==> src/rtl/sdram_powerup_seq.sv <==
module sdram_powerup_seq #(
  parameter int           ADDR_W     = 12,
  parameter int           PAUSE_CYC  = 20000,
  parameter int           PRECH_CYC  = 2,
  parameter int           RFC_CYC    = 7,
  parameter int           MRD_CYC    = 2,
  parameter int           REFRESH_N  = 8,
  parameter bit           MODE_FIRST = 1'b0,
  parameter logic [6:0]   MODE_WORD  = 7'b0100011
) (
  input  logic              clk,
  input  logic              rst,
  output logic              sd_cke,
  output logic              sd_cs_n,
  output logic              sd_ras_n,
  output logic              sd_cas_n,
  output logic              sd_we_n,
  output logic [ADDR_W-1:0] sd_addr,
  output logic              init_done
);

  localparam int TMR_W = $clog2(PAUSE_CYC + PRECH_CYC + RFC_CYC + MRD_CYC + 1);
  localparam int REF_W = $clog2(REFRESH_N + 1);
  localparam logic [3:0] BUS_NOP = 4'b0111;
  localparam logic [3:0] BUS_PRE = 4'b0010;
  localparam logic [3:0] BUS_REF = 4'b0001;
  localparam logic [3:0] BUS_MRS = 4'b0000;

  typedef enum logic [2:0] {S_PAUSE, S_PRE, S_REF, S_MRS, S_DONE} phase_t;

  phase_t            phase, nxt;
  logic [TMR_W-1:0]  tmr, gap;
  logic [REF_W-1:0]  refs;
  logic [3:0]        bus_q, bus_d;
  logic [ADDR_W-1:0] addr_q, addr_d;
  logic              done_q, fire;

  assign fire = (phase != S_DONE) && (tmr == '0);

  always_comb begin
    nxt = S_DONE;
    case (phase)
      S_PAUSE: nxt = S_PRE;
      S_PRE:   nxt = MODE_FIRST ? S_MRS : S_REF;
      S_REF:   nxt = (refs < REFRESH_N[REF_W-1:0]) ? S_REF : (MODE_FIRST ? S_DONE : S_MRS);
      S_MRS:   nxt = MODE_FIRST ? S_REF : S_DONE;
      default: nxt = S_DONE;
    endcase
  end

  always_comb begin
    gap    = '0;
    bus_d  = BUS_NOP;
    addr_d = '0;
    case (nxt)
      S_PRE: begin gap = TMR_W'(PRECH_CYC - 1); bus_d = BUS_PRE; addr_d[10] = 1'b1; end
      S_REF: begin gap = TMR_W'(RFC_CYC - 1);   bus_d = BUS_REF; end
      S_MRS: begin gap = TMR_W'(MRD_CYC - 1);   bus_d = BUS_MRS; addr_d[6:0] = MODE_WORD; end
      default: ;
    endcase
  end

  always_ff @(posedge clk) begin
    if (rst) begin
      phase  <= S_PAUSE;
      tmr    <= TMR_W'(PAUSE_CYC - 1);
      refs   <= '0;
      bus_q  <= BUS_NOP;
      addr_q <= '0;
      done_q <= 1'b0;
    end else if (fire) begin
      phase  <= nxt;
      tmr    <= gap;
      if (nxt == S_REF) refs <= refs + 1'b1;
      bus_q  <= bus_d;
      addr_q <= addr_d;
      done_q <= (nxt == S_DONE);
    end else begin
      bus_q  <= BUS_NOP;
      addr_q <= '0;
      if (tmr != '0) tmr <= tmr - 1'b1;
    end
  end

  assign sd_cke    = 1'b1;
  assign {sd_cs_n, sd_ras_n, sd_cas_n, sd_we_n} = bus_q;
  assign sd_addr   = addr_q;
  assign init_done = done_q;

  // observer of the pins for the spacing checks
  typedef enum logic [1:0] {K_NONE, K_PRE, K_REF, K_MRS} kind_t;
  logic             on_nop, on_pre, on_ref, on_mrs, on_cmd;
  kind_t            mon_last;
  logic [TMR_W-1:0] mon_since;

  assign on_nop = ({sd_cs_n, sd_ras_n, sd_cas_n, sd_we_n} == BUS_NOP);
  assign on_pre = ({sd_cs_n, sd_ras_n, sd_cas_n, sd_we_n} == BUS_PRE);
  assign on_ref = ({sd_cs_n, sd_ras_n, sd_cas_n, sd_we_n} == BUS_REF);
  assign on_mrs = ({sd_cs_n, sd_ras_n, sd_cas_n, sd_we_n} == BUS_MRS);
  assign on_cmd = on_pre || on_ref || on_mrs;

  always_ff @(posedge clk) begin
    if (rst) begin
      mon_last  <= K_NONE;
      mon_since <= '0;
    end else begin
      if (on_cmd) begin
        mon_last  <= on_pre ? K_PRE : (on_ref ? K_REF : K_MRS);
        mon_since <= TMR_W'(1);
      end else if (mon_since != '1) begin
        mon_since <= mon_since + 1'b1;
      end
    end
  end

  p_pre_addr_r2: assert property (@(posedge clk) disable iff (rst)
    on_pre |-> (sd_addr == (ADDR_W'(1) << 10)));
  p_mrs_addr_r4: assert property (@(posedge clk) disable iff (rst)
    on_mrs |-> (sd_addr == ADDR_W'(MODE_WORD)));
  p_ref_spacing_r3: assert property (@(posedge clk) disable iff (rst)
    (on_ref && mon_last == K_REF) |-> (mon_since == TMR_W'(RFC_CYC)));
  p_after_pre_r6: assert property (@(posedge clk) disable iff (rst)
    (on_cmd && mon_last == K_PRE) |-> (mon_since == TMR_W'(PRECH_CYC)));
  p_after_mrs_r6: assert property (@(posedge clk) disable iff (rst)
    (on_cmd && mon_last == K_MRS) |-> (mon_since == TMR_W'(MRD_CYC)));
  p_only_legal_r7: assert property (@(posedge clk) disable iff (rst)
    on_nop || on_cmd);
  p_done_quiet_r9: assert property (@(posedge clk) disable iff (rst)
    init_done |-> (on_nop && sd_addr == '0));
  p_done_holds_r9: assert property (@(posedge clk) disable iff (rst)
    init_done |=> init_done);
  p_reset_clears_r10: assert property (@(posedge clk)
    rst |=> (on_nop && !init_done));

endmodule

==> config.mk <==
export PLATFORM = sky130hd
export DESIGN_NAME = sdram_powerup_seq
export DESIGN_NICKNAME = d
export VERILOG_FILES = /design/src/rtl/sdram_powerup_seq.sv
export SDC_FILE = /design/constraint.sdc
export NUM_CORES = 1
export LEC_CHECK = 0
export BUFFER_PORTS_ARGS = -buffer_cell sky130_fd_sc_hd__buf_2
export CAP_MARGIN = 20
export CORE_MARGIN = 1.5
export CORE_UTILIZATION = 35
export CTS_BUF_LIST = sky130_fd_sc_hd__clkbuf_8
export CTS_CLUSTER_DIAMETER = 30
export DETAILED_ROUTE_END_ITERATION = 8
export PLACE_DENSITY = 0.62
export SLEW_MARGIN = 20
export SYNTH_ARGS = -nofsm -noshare
export SYNTH_HDL_FRONTEND = slang
export SYNTH_SLANG_ARGS = --single-unit
export TNS_END_PERCENT = 10
==> constraint.sdc <==
create_clock -name clk -period 2 [get_ports clk]
set_input_delay 0 -clock clk [delete_from_list [all_inputs] [get_ports clk]]
set_output_delay 0 -clock clk [all_outputs]
set_load 0.02 [all_outputs]
==> impl_metrics.toml <==
[cts]
cts_max_level = 1
cts_sinks = 27
clk_pin_slew_worst_paths_ps = 90
cts_root_buffer = "clkbuf_8"
cts_tree = "yes"
clock_path_buffers = 2
cts_buffers = 3
clkLatencyLatePin_ps = 270

[synthesis]
yosysSeqAreaShare = 0.3871
synthesis.area_um2 = 1396
ys_ff_latch = 27
synth-async-reset-ratio = 0
ys_warn_count = 0
ys_types = 41
netlist_instances = 163
synth_edf_count = 0
ys.flop_type = "dfxtp_1"
synth_area_per_cell_um2 = 8.566

[critical_path]
cpPeakStageDelay_ps = 380
r2r_start = "tmr[1]"
cp_cell_sequence = "inv_1 -> ha_1 -> nor3b_4 -> buf_4 -> and4_1 -> or3_1 -> a31o_2"
critPathSlowestCell = "dfxtp_2"
worstPathMaxFanout = 10
reg2reg_slack_ps = 110
critPathRequiredTime_ps = 2170
reg2reg_depth = 7
r2r_end = "tmr[2]"
start_kind = "register"
worstPathArrival_ps = 2060
setup.worst_path.end_class = "register"
worstSetupPathType = "register to register"
cp-startpoint = "tmr[1]"

[global_routing]
grt_pass1_wl_mm = 4.491
antenna_found_initial = 0
grt_pass1_vias = 1043
grt_start_max_net_pins = 28
grt_usage = 0.1306
grt_overflow_total = 0

[power]
p_comb_frac = 0.058
power_density_nw_per_um2 = 594.0
ir_drop_mv = 0.2975
p_sw_frac = 0.2362
p_seq_frac = 0.602
power.internal_w = 0.0006948
pwr-share-clk = 0.341
p_sw_w = 0.0002149
p_total_w = 0.0009097
p_leak_nw = 0.5729

[floorplan]
dieWidth_um = 66.16
coreArea_um2 = 3744
rows = 22
die_h_um = 66.16
io_pins = 20
start_util = 0.3730
dieArea_um2 = 4377

[placement]
portBuffers = 9
place_ws_ps = 66.50
place_congestion = 0.8739
dp_hpwl_mm = 2.008
post_dp_cell_area_um2 = 1475

[route]
num_vias = 1154
via_per_inst = 5.222
drt-initial-drc-count = 62
drt-total-wl_mm = 2.772
final_antenna_net_count = 0
firstDrtPassIters = 4
drc_errors = 0
wl_per_cell_um = 12.54

[job]
drv_cap = 0

[sta]
timing.hold.ws_ps = 173.0
timing.fmax_mhz = 528.3
slew_headroom = 0.5956
rsz0062_at_grt = "yes"
slew_violations = 0
finalHoldViolCount = 0
setup_viol = 0
clock_skew_ps = 3.062
worst_slew_pin_slew_ps = 602.0
setup_slack_ps = 107.0
post-route-min-period_ps = 1893
min_period_over_period = 0.9465

[finish]
antenna-diode-count = 0
finish.instance_area_um2 = 1531
mostFrequentLayoutCells = "26 x dfxtp_1, 14 x nand2_1, 13 x a21oi_1"
final_util = 0.4091
nets = 179
syn2layout_area_growth_pct = 9.678
final_common_cell = "dfxtp_1"
layout-drive-gt1-share = 0.1734

[min_path]
hold_depth = 2
hp-start = "rst"
hold_path_class = "primary input to register"
hold_end = "tmr[12]"

[status]
status = "completed"
[cells in the mapped netlist, types with 4 or more instances]
library cell / number / area share
nor2_1: 8 / 0.022
inv_1: 5 / 0.013
nand2_1: 14 / 0.038
o21ai_0: 6 / 0.022
buf_4: 12 / 0.065
or3_1: 9 / 0.040
nor3_1: 4 / 0.014
nand3_1: 5 / 0.018
a21o_1: 4 / 0.022
a21oi_1: 13 / 0.047
dfxtp_1: 27 / 0.39
o31ai_1: 4 / 0.022
clkbuf_1: 5 / 0.013
[worst max path at each step]
stage / end / slack (ps) / cells after the start
5_1_grt: refs[3] / -40 / 7
3_5_place_dp: tmr[2] / 70 / 7
4_1_cts: tmr[2] / 50 / 7
2_1_floorplan: tmr[2] / 210 / 7
6_report: tmr[2] / 110 / 7
3_3_place_gp: tmr[2] / 150 / 7
[power groups by stage]
stage | clock network, W | registers, W | logic (W)
final | 0.000310 | 0.000547 | 0.0000524
after detailed placement | 0 | 0.000559 | 0.0000515
after floorplan | 0 | 0.000560 | 0.0000523
after CTS | 0.000310 | 0.000547 | 0.0000517
after global placement | 0 | 0.000559 | 0.0000487
after global routing | 0.000334 | 0.000549 | 0.0000566
[metrics by stage]
stage / std cells / TNS (ps)
floorplan: 171 / 0
global placement: 217 / 0
detailed placement: 217 / 0
CTS: 221 / 0
global route: 221 / -55.27
finish: 221 / 0
[what timing repair did]
action | in CTS | in global routing
setup endpoints to repair | 0 | 4
hold buffers | 0 | 0
gates resized for setup | 0 | 3
hold endpoints to repair | 0 | 0
setup buffers | 0 | 0
[final cells by class]
type                    instances  area, um^2
repair buffers                 18       116.4
inverters                       5       18.77
clock buffers                   3       41.29
multi-input cells             119       749.5
well taps                      48       60.06
fillers                       370        2212
clock inverters                 1       3.754
flip-flops and latches         27       541.8
[per-layer routing]
| layer | up-vias | wire (um) | GRT usage |
|---|---|---|---|
| li1 | 581 | - | - |
| met1 | 529 | 1284 | 0.1628 |
| met2 | 40 | 1307 | 0.2213 |
| met3 | 4 | 137 | 0.01533 |
| met4 | 0 | 43 | 0.06378 |
| met5 | - | 0 | 0 |
[critical path, delay by kind of cell (launching register included)]
family | cells | cell delay, ps
AND/OR/NAND/NOR | 3 | 780
buffers and inverters | 2 | 210
adder cells (fa/ha/maj) | 1 | 190
AO/OA/AOI/OAI | 1 | 230
flip-flops | 1 | 380
[state kept, by name, indices dropped and copies added, names as in the netlist]
signal	count
tmr	15
bus_q	3
sd_addr	2
refs	4
phase	3
[cell families after synthesis]
logic type / synth area share
buf+inv: 0.1022
mux: 0.007169
compound gates: 0.1586
xor+xnor: 0.02509
fa+ha+maj: 0.02688
flops: 0.3871
simple gates: 0.2876
other cells: 0.005378
(Power assumes the default switching activity.)
